`config.mk`:
```
export PLATFORM = sky130hd
export DESIGN_NAME = dtrace_scorer
export DESIGN_NICKNAME = d
export VERILOG_FILES = /design/src/rtl/dtrace_pkg.sv /design/src/rtl/dtrace_lane.sv /design/src/rtl/dtrace_scorer.sv
export SDC_FILE = /design/constraint.sdc
export NUM_CORES = 1
export LEC_CHECK = 0
export BUFFER_PORTS_ARGS = -buffer_cell sky130_fd_sc_hd__clkbuf_2
export CORE_MARGIN = 4
export CORE_UTILIZATION = 55
export CTS_BUF_LIST = sky130_fd_sc_hd__clkbuf_4
export DETAILED_ROUTE_END_ITERATION = 12
export PLACE_DENSITY = 0.77
export SLEW_MARGIN = 5
export SYNTH_ARGS = -nofsm -noshare
export SYNTH_HDL_FRONTEND = slang
export SYNTH_SLANG_ARGS = --single-unit
```
`constraint.sdc`:
```
create_clock -name clk_i -period 8.8 [get_ports clk_i]
set_clock_uncertainty 0.2 [all_clocks]
set_input_delay 0.44 -clock clk_i [delete_from_list [all_inputs] [get_ports clk_i]]
set_output_delay 0.44 -clock clk_i [all_outputs]
set_load 0.02 [all_outputs]
```
`src/rtl/dtrace_pkg.sv`:
```
package dtrace_pkg;
  typedef enum logic {
    LANE_IDLE = 1'b0,
    LANE_RUN  = 1'b1
  } lane_st_e;
endpackage

```
`src/rtl/dtrace_lane.sv`:
```
module dtrace_lane
  import dtrace_pkg::*;
#(
  parameter int NX = 16,
  parameter int L  = 8,
  parameter int J  = 2,
  parameter int JW = 4
) (
  input  logic                       clk_i,
  input  logic                       rst_ni,
  input  logic                       load_i,
  input  logic signed [JW-1:0]       jump_i,
  input  logic [$clog2(NX)-1:0]      x0_i,
  input  logic [NX*L-1:0]            hist_i,
  output logic [$clog2(L+1)-1:0]     score_o,
  output logic [$clog2(L+1)-1:0]     steps_o,
  output logic                       fin_o
);
  localparam int XW = $clog2(NX);
  localparam int SW = $clog2(L);
  localparam int CW = $clog2(L+1);
  localparam int PW = $clog2(NX + J*L + 1) + 1;

  lane_st_e             st_q, st_d;
  logic [SW-1:0]        slot_q, slot_d;
  logic signed [PW-1:0] pos_q, pos_d;
  logic signed [PW-1:0] step_q, step_d;
  logic [CW-1:0]        score_q, score_d;
  logic [CW-1:0]        steps_q, steps_d;
  logic                 fin_q, fin_d;

  logic                 in_rng;
  logic [XW-1:0]        pos_u;
  logic [NX-1:0]        col;
  logic [L-1:0]         row;
  logic                 hit;
  logic signed [PW-1:0] x0_ext;
  logic signed [PW-1:0] jmp_ext;

  always_comb begin
    in_rng = !pos_q[PW-1] && (pos_q < $signed(PW'(NX)));
    pos_u  = pos_q[XW-1:0];
    row    = '0;
    for (int p = 0; p < NX; p++) begin
      row    = hist_i[p*L +: L];
      col[p] = row[slot_q];
    end
    hit = in_rng && col[pos_u];
  end

  always_comb begin
    x0_ext  = $signed({{(PW-XW){1'b0}}, x0_i});
    jmp_ext = PW'(jump_i);
    st_d    = st_q;
    slot_d  = slot_q;
    pos_d   = pos_q;
    step_d  = step_q;
    score_d = score_q;
    steps_d = steps_q;
    fin_d   = 1'b0;
    if (load_i) begin
      st_d    = LANE_RUN;
      slot_d  = SW'(L-1);
      pos_d   = x0_ext - jmp_ext;
      step_d  = -jmp_ext;
      score_d = '0;
      steps_d = '0;
    end else if (st_q == LANE_RUN) begin
      score_d = score_q + CW'(hit);
      steps_d = steps_q + CW'(in_rng);
      pos_d   = pos_q + step_q;
      if (slot_q == '0) begin
        st_d  = LANE_IDLE;
        fin_d = 1'b1;
      end else begin
        slot_d = slot_q - 1'b1;
      end
    end
  end

  always_ff @(posedge clk_i or negedge rst_ni) begin
    if (!rst_ni) begin
      st_q    <= LANE_IDLE;
      slot_q  <= '0;
      pos_q   <= '0;
      step_q  <= '0;
      score_q <= '0;
      steps_q <= '0;
      fin_q   <= 1'b0;
    end else begin
      st_q    <= st_d;
      slot_q  <= slot_d;
      pos_q   <= pos_d;
      step_q  <= step_d;
      score_q <= score_d;
      steps_q <= steps_d;
      fin_q   <= fin_d;
    end
  end

  assign score_o = score_q;
  assign steps_o = steps_q;
  assign fin_o   = fin_q;


  score_le_steps_chk: assert property (@(posedge clk_i) disable iff (!rst_ni)
    score_q <= steps_q);


  steps_le_depth_chk: assert property (@(posedge clk_i) disable iff (!rst_ni)
    steps_q <= CW'(L));


  fin_pulse_chk: assert property (@(posedge clk_i) disable iff (!rst_ni)
    fin_q |=> !fin_q);
endmodule

```
`src/rtl/dtrace_scorer.sv`:
```
module dtrace_scorer
  import dtrace_pkg::*;
#(
  parameter int NX       = 16,
  parameter int L        = 8,
  parameter int J        = 2,
  parameter bit PARALLEL = 1'b1
) (
  input  logic                                 clk_i,
  input  logic                                 rst_ni,
  input  logic                                 start_i,
  input  logic [$clog2(NX)-1:0]                x0_i,
  input  logic [NX*L-1:0]                      hist_i,
  input  logic [$clog2(L+1)-1:0]               min_steps_i,
  output logic [(2*J+1)*$clog2(L+1)-1:0]       score_o,
  output logic [(2*J+1)*$clog2(L+1)-1:0]       steps_o,
  output logic [2*J:0]                         keep_o,
  output logic                                 done_o
);
  localparam int NHYP = 2*J + 1;
  localparam int CW   = $clog2(L+1);
  localparam int KW   = $clog2(NHYP);
  localparam int JW   = KW + 1;

  logic [NHYP-1:0] wr_en;
  logic [CW-1:0]   wr_sc [NHYP];
  logic [CW-1:0]   wr_st [NHYP];
  logic            last_fin;

  logic [CW-1:0]   res_sc_q [NHYP];
  logic [CW-1:0]   res_st_q [NHYP];
  logic [CW-1:0]   res_sc_d [NHYP];
  logic [CW-1:0]   res_st_d [NHYP];
  logic            done_q, done_d;

  if (PARALLEL) begin : g_par
    logic [NHYP-1:0] fin_v;
    for (genvar k = 0; k < NHYP; k++) begin : g_lane
      logic [CW-1:0] sc, st;
      dtrace_lane #(.NX(NX), .L(L), .J(J), .JW(JW)) lane_i (
        .clk_i   (clk_i),
        .rst_ni  (rst_ni),
        .load_i  (start_i),
        .jump_i  ($signed(JW'(k)) - $signed(JW'(J))),
        .x0_i    (x0_i),
        .hist_i  (hist_i),
        .score_o (sc),
        .steps_o (st),
        .fin_o   (fin_v[k])
      );
      assign wr_sc[k] = sc;
      assign wr_st[k] = st;
      assign wr_en[k] = |fin_v;
    end
    assign last_fin = |fin_v;
  end else begin : g_seq
    logic [KW-1:0]         idx_q, idx_d;
    logic [KW-1:0]         idx_nxt;
    logic                  fin, adv, lload;
    logic signed [JW-1:0]  jmp;
    logic [CW-1:0]         sc, st;

    always_comb begin
      adv     = fin && (idx_q != KW'(NHYP-1));
      idx_nxt = start_i ? '0 : idx_q + 1'b1;
      lload   = start_i || adv;
      jmp     = $signed(JW'(idx_nxt)) - $signed(JW'(J));
      idx_d   = idx_q;
      if (start_i)  idx_d = '0;
      else if (adv) idx_d = idx_q + 1'b1;
    end

    always_ff @(posedge clk_i or negedge rst_ni) begin
      if (!rst_ni) idx_q <= '0;
      else         idx_q <= idx_d;
    end

    dtrace_lane #(.NX(NX), .L(L), .J(J), .JW(JW)) lane_i (
      .clk_i   (clk_i),
      .rst_ni  (rst_ni),
      .load_i  (lload),
      .jump_i  (jmp),
      .x0_i    (x0_i),
      .hist_i  (hist_i),
      .score_o (sc),
      .steps_o (st),
      .fin_o   (fin)
    );

    for (genvar k = 0; k < NHYP; k++) begin : g_wr
      assign wr_sc[k] = sc;
      assign wr_st[k] = st;
      assign wr_en[k] = fin && (idx_q == KW'(k));
    end
    assign last_fin = fin && (idx_q == KW'(NHYP-1));
  end

  always_comb begin
    for (int k = 0; k < NHYP; k++) begin
      res_sc_d[k] = res_sc_q[k];
      res_st_d[k] = res_st_q[k];
      if (wr_en[k] && !start_i) begin
        res_sc_d[k] = wr_sc[k];
        res_st_d[k] = wr_st[k];
      end
    end
    done_d = last_fin && !start_i;
  end

  always_ff @(posedge clk_i or negedge rst_ni) begin
    if (!rst_ni) begin
      for (int k = 0; k < NHYP; k++) begin
        res_sc_q[k] <= '0;
        res_st_q[k] <= '0;
      end
      done_q <= 1'b0;
    end else begin
      for (int k = 0; k < NHYP; k++) begin
        res_sc_q[k] <= res_sc_d[k];
        res_st_q[k] <= res_st_d[k];
      end
      done_q <= done_d;
    end
  end

  always_comb begin
    for (int k = 0; k < NHYP; k++) begin
      score_o[k*CW +: CW] = res_sc_q[k];
      steps_o[k*CW +: CW] = res_st_q[k];
      keep_o[k]           = res_st_q[k] >= min_steps_i;
    end
  end
  assign done_o = done_q;


  done_pulse_chk: assert property (@(posedge clk_i) disable iff (!rst_ni)
    done_q |=> !done_q);


  result_bound_chk: assert property (@(posedge clk_i) disable iff (!rst_ni)
    done_q |-> (res_sc_q[0] <= res_st_q[0]) && (res_st_q[NHYP-1] <= CW'(L)));
endmodule

```
# ---- Word level (Yosys, flattened, before mapping)
# Index checks and enable logic that the tools add are counted.
dict set report word_totals {
  wordCells 371
  output_inout_bits 46
  inputBits 139
  reg_bits 144
}
dict set report classes {
  n_eq_ne 6
  n_reduce_logical 34
  n_addsub 23
  order_cmp 20
  n_mux 244
}
# op n
set ops {}
lappend ops {{binary-select mux 1 bit (select 3 bit)} 80}
lappend ops {{2-to-1 mux 1 bit} 115}
lappend ops {{2-to-1 mux 4 bit} 20}
lappend ops {{2-to-1 mux 7 bit} 9}
lappend ops {{2-to-1 mux 3 bit} 15}
lappend ops {{adder 4 x 1 -> 4 bit} 10}
lappend ops {{less-than comparator 7 x 6 -> 1 bit (second input constant)} 5}
lappend ops {{less-than comparator 4 x 5 -> 1 bit (second input constant)} 5}
lappend ops {{binary-select mux 1 bit (select 4 bit)} 5}
lappend ops {{greater-or-equal comparator 4 bit} 5}
lappend ops {{less-than comparator 3 x 4 -> 1 bit (second input constant)} 5}
lappend ops {{logical NOT 3 bit} 5}
lappend ops {{subtractor 3 x 1 -> 3 bit (second input constant)} 5}
lappend ops {{adder 7 x 2 -> 7 bit} 2}
lappend ops {{!= test 2 bit (second input constant)} 6}
lappend ops {{AND reduction 2 bit} 6}
lappend ops {{logical AND 1 bit} 11}
lappend ops {{nonzero test 2 bit} 5}
lappend ops {{adder 7 x 1 -> 7 bit} 1}
lappend ops {{adder 7 x 3 -> 7 bit} 1}
lappend ops {{logical NOT 1 bit} 6}
lappend ops {{subtractor 5 x 1 -> 6 bit (second input constant)} 1}
lappend ops {{subtractor 5 x 2 -> 6 bit (second input constant)} 1}
lappend ops {{OR reduction 5 bit} 1}
lappend ops {{2 further kinds} 2}

# ---- Logic depth before layout (Yosys ltp)
dict set report logic_depth {
  ltp_word 8
  depth_mapped 15
  depth_no_buf 11
}

# ---- Hierarchy
# A second synthesis with hierarchy kept.
dict set report hier_totals {
  hier_cells 1562
  area_unflattened_um2 16164.3
}
# mod area_per_inst_um2 cells_each seq_area_each_um2 n_inst
set modules_own_cells {}
lappend modules_own_cells {{dtrace_lane at g_par.g_lane[0].lane_i ...} 2825.2 283 650.6 3}
lappend modules_own_cells {{dtrace_lane at g_par.g_lane[1].lane_i} 2857.7 284 650.6 1}
lappend modules_own_cells {{dtrace_lane at g_par.g_lane[4].lane_i} 2855.2 286 650.6 1}
lappend modules_own_cells {dtrace_scorer 1975.6 143 1026.0 1}

# ---- Least setup slack after synthesis
# OpenSTA, ideal clock, no wires.
dict set report synth_timing {
  kind {register to register}
  start {reg g_par.g_lane[2].lane_i.slot_q[1]}
  end {reg g_par.g_lane[2].lane_i.score_q[1]}
  required_ps 8468
  t_arrival_ps 3228
  n_path_buf 3
  path_stages_with_launch 13
  period_less_slack_ps 3560
  setup_ps 132
  setup_slack_ps 5240
  path_cell_list {dfrtp_1 -> clkbuf_1 -> buf_2 -> clkbuf_1 -> mux4_2 -> mux4_2 -> mux2i_1 -> nor3_1 -> or4_1 -> ha_1 -> ha_1 -> mux2i_1 -> nor2_1}
}
dict set report synth_between {
  elab_chain_cells 8
  elab_cells_between_ends 38
  cone_classes {add/sub: 1; mux: 36; reduce/logical: 1}
}
# element line_no
set synth_lines {}
lappend synth_lines {{start: declaration} dtrace_lane.sv:25} ;# logic [SW-1:0] slot_q, slot_d;
lappend synth_lines {{start signal: assignment} dtrace_lane.sv:92} ;# slot_q <= slot_d;
lappend synth_lines {{binary-select mux 1 bit (select 3 bit)} dtrace_lane.sv:46} ;# col[p] = row[slot_q];
lappend synth_lines {{2-to-1 mux 1 bit (not written as such)} dtrace_lane.sv:46}
lappend synth_lines {{binary-select mux 1 bit (select 4 bit) (*)} dtrace_lane.sv:48} ;# hit = in_rng && col[pos_u];
lappend synth_lines {{2-to-1 mux 1 bit (not written as such) (*)} dtrace_lane.sv:48}
lappend synth_lines {{logical AND 1 bit (*)} dtrace_lane.sv:48}
lappend synth_lines {{adder 4 x 1 -> 4 bit (*)} dtrace_lane.sv:69} ;# score_d = score_q + CW'(hit);
lappend synth_lines {{2-to-1 mux 4 bit (*)} dtrace_lane.sv:68} ;# end else if (st_q == LANE_RUN) begin
lappend synth_lines {{2-to-1 mux 4 bit (*)} dtrace_lane.sv:61} ;# if (load_i) begin
lappend synth_lines {{end signal: assignment} dtrace_lane.sv:95} ;# score_q <= score_d;
lappend synth_lines {{end: declaration} dtrace_lane.sv:28} ;# logic [CW-1:0] score_q, score_d;
# Mark *: on every way between the ends. The rest lies on a longest branch, timed or not. The select of a mux whose other input is x is not followed.
# A chain may end at the register's enable or synchronous reset.

# ---- Worst setup path after layout
dict set report layout_timing {
  start {reg g_par.g_lane[2].lane_i.slot_q[0]}
  end {reg g_par.g_lane[2].lane_i.score_q[1]}
}
# The elaborated chain is that of the path after synthesis.

==> qor.yml <==
status: "finished clean"
drt_iter0_drc: 1105
detail-route-antenna-nets: 0
critical_path.top_delay_family: "multiplexers"
ir_worst_vdd_uv: 86.5
initial_core_util: 0.563
clockBufferDepth: 2
area_delta_synth_final_pct: 10.6
post_cts_buffers: 0
dp_cells: 1450
cap_violations: 0
wl_mm: 35.3
grt-ovfl-total: 0
power.density_mw_per_mm2: 154
drive_above_1_share: 0.368
cts_tree: "done"
worst_pin_slew_ns: 1.08
period_minus_slack_ns: 4.19
synth_cell_type_count: 56
htreeDepth: 4
core_area_mm2: 0.0220
port_buffers: 184
setup-tns-final_ns: 0
clkTransAtPathRegs_ns: 0.14
cts_root_buffer: "clkbuf_4"
fin_cells: 1484
critPathBufInv: 1
final_common_cell: "clkbuf_2"
seq_area_frac_synth: 0.282
yosysTopAreaCell: "mux4_2"
clock-sinks: 139
ys_ff_latch: 139
ys.flop_type: "dfrtp_1"
rsz0062_at_grt: "no"
grt_first_pass_wirelength_mm: 56.1
fin_util: 0.622
syn_inst: 1057
yosysTopAreaCellShare: 0.295
via_per_inst: 6.86
die_h_um: 158
ios: 185
syn_nets: 1267
gp_congestion: 1.02
wl_per_cell_um: 23.8
grt_pass1_vias: 10100
seqPwrFrac: 0.394
grt_max_degree: 79
cp_data_required_time_ns: 9.02
p_int_w: 0.00129
p_clk_frac: 0.185
switching_share: 0.386
grt_usage: 0.293
grt_antenna_before_repair: 1
final_cell_mix: "clkbuf_2, mux4_2, dfrtp_1, nand2_1, ha_1"
die_w_um: 158
comb_power_share: 0.421
numCtsBuffers: 17
synthArstFlopShare: 1.00
hold_class: "in -> reg"
fmax_mhz: 239
crit_fanout: 33
fin_nets: 1400
switchingPower_w: 0.000814
dp_slack_ns: 4.64
postSynthAreaPerCell_um2: 11.7
dp_hpwl_mm: 25.7
synth_edf_count: 0
synth.area.top_cells: "mux4_2, dfrtp_1, ha_1, mux2i_1, mux2_2"
cp-end-kind: "register"
timing.final.crit_share: 0.476
slew_headroom: 0.282
hold_ws_ns: 0.0304
rows: 54
path_common_cell: "ha_1"
crit_chain: "buf_4, mux4_4, mux4_2, mux2_2, and3_1, or4_1, ha_1, ha_1, mux2i_1, nor2_1"
drv_slew: 0
first_pass_iters: 5
critPathLaunchType: "register"
worst_slack_ns: 4.61
cts_resized: 0
leakagePower_nw: 6.33
setup_viol: 0
crit_type: "reg -> reg"
vias: 10200
hold_buffers: 1
slowest_stage: "mux4_4"
hold_violations: 0
crit_arrival_ns: 4.41
yosysWarnings: 0
drc: 0
clock_latency_ns: 0.56
max_stage_delay_ns: 0.71
synth_area_mm2: 0.0124
die_area_mm2: 0.0249
[through the flow]
step	cell area, um^2	total power, W
global route	13700	0.00224
finish	13700	0.00211
floorplan	12400	0.00144
global placement	13400	0.00168
CTS	13700	0.00211
detailed placement	13400	0.00172
[power by group through the flow]
stage / combinational, W / sequential [W] / clock, W
floorplan: 0.000638 / 0.000798 / 0
global placement: 0.000846 / 0.000836 / 0
detailed placement: 0.000878 / 0.000840 / 0
CTS: 0.000882 / 0.000828 / 0.000397
global route: 0.000971 / 0.000842 / 0.000425
finish: 0.000888 / 0.000831 / 0.000389
[cells in the mapped netlist (3+ instances only)]
cell and instances:
a2111oi_0 4, a211oi_1 7, a21boi_0 4, a21o_1 5, a21oi_1 33, a22oi_1 9
a31oi_1 10, and3_1 4, buf_1 14, buf_2 15, clkbuf_1 54, dfrtp_1 139
ha_1 69, inv_1 42, mux2_2 43, mux2i_1 53, mux4_1 6, mux4_2 162
nand2_1 79, nand2b_1 16, nand3_1 23, nand4_1 19, nor2_1 65, nor2b_1 19
nor3_1 15, nor3b_1 4, nor4_1 4, nor4b_1 5, o2111ai_1 5, o211ai_1 8
o21ai_0 38, o32a_1 3, o32ai_1 3, or3_1 6, or4_1 3, xnor2_1 14
xor2_1 30
[sequential cells by signal, summed over array words and instances, names as in the netlist]
name,count
g_par.g_lane.lane_i.pos_q,32
g_par.g_lane.lane_i.slot_q,15
g_par.g_lane.lane_i.steps_o,20
done_o,1
g_par.g_lane.lane_i.fin_o,5
g_par.g_lane.lane_i.score_o,20
score_o,20
g_par.g_lane.lane_i.st_q,5
g_par.g_lane.lane_i.step_q,1
steps_o,20
[path summary, 6_finish.rpt]
check,end,depth (start not counted),slack (ns),start
max in group asynchronous,g_par.g_lane[4].lane_i.slot_q[0]$_DFFE_PN0P_,3,6.80,rst_ni
min in group asynchronous,steps_o[10]$_DFFE_PN0P_,2,0.28,rst_ni
max reg2reg,g_par.g_lane[2].lane_i.score_o[1]$_DFFE_PN0P_,10,4.61,g_par.g_lane[2].lane_i.slot_q[0]$_DFFE_PN0P_
min,g_par.g_lane[4].lane_i.pos_q[1]$_DFFE_PN0N_,2,0.03,x0_i[1]
max,g_par.g_lane[2].lane_i.score_o[1]$_DFFE_PN0P_,10,4.61,g_par.g_lane[2].lane_i.slot_q[0]$_DFFE_PN0P_
min reg2reg,score_o[2]$_DFFE_PN0P_,1,0.32,score_o[2]$_DFFE_PN0P_
[worst reg2reg max path, cell delays in order (launching register included)]
cell and delay (ns):
dfrtp_2 0.36, buf_4 0.49, mux4_4 0.74, mux4_2 0.48
mux2_2 0.30, and3_1 0.19, or4_1 0.58, ha_1 0.24
ha_1 0.28, mux2i_1 0.15, nor2_1 0.06
[metal layers]
metal | up-vias | share of wire | GRT usage
met5 | - | 0 | 0
met4 | 0 | 0.042 | 0.122
met3 | 124 | 0.12 | 0.0771
met2 | 749 | 0.46 | 0.452
met1 | 4935 | 0.38 | 0.398
li1 | 4377 | - | -
[cell type report]
cell class | instances | area, um^2
Multi-Input combinational cell | 789 | 8360
Fill cell | 1742 | 8290
Sequential cell | 139 | 3480
Timing Repair Buffer | 200 | 1050
Tap cell | 280 | 350
Inverter | 43 | 161
Clock buffer | 18 | 135
Clock inverter | 14 | 123
Antenna cell | 1 | 2.50
[cell families after synthesis]
logic type	share of synthesized area
simple gates	0.103
mux	0.394
fa+ha+maj	0.0731
flops	0.282
xor+xnor	0.0312
buf+inv	0.0425
compound gates	0.0740
No activity file was read; power rests on OpenSTA's default activity.
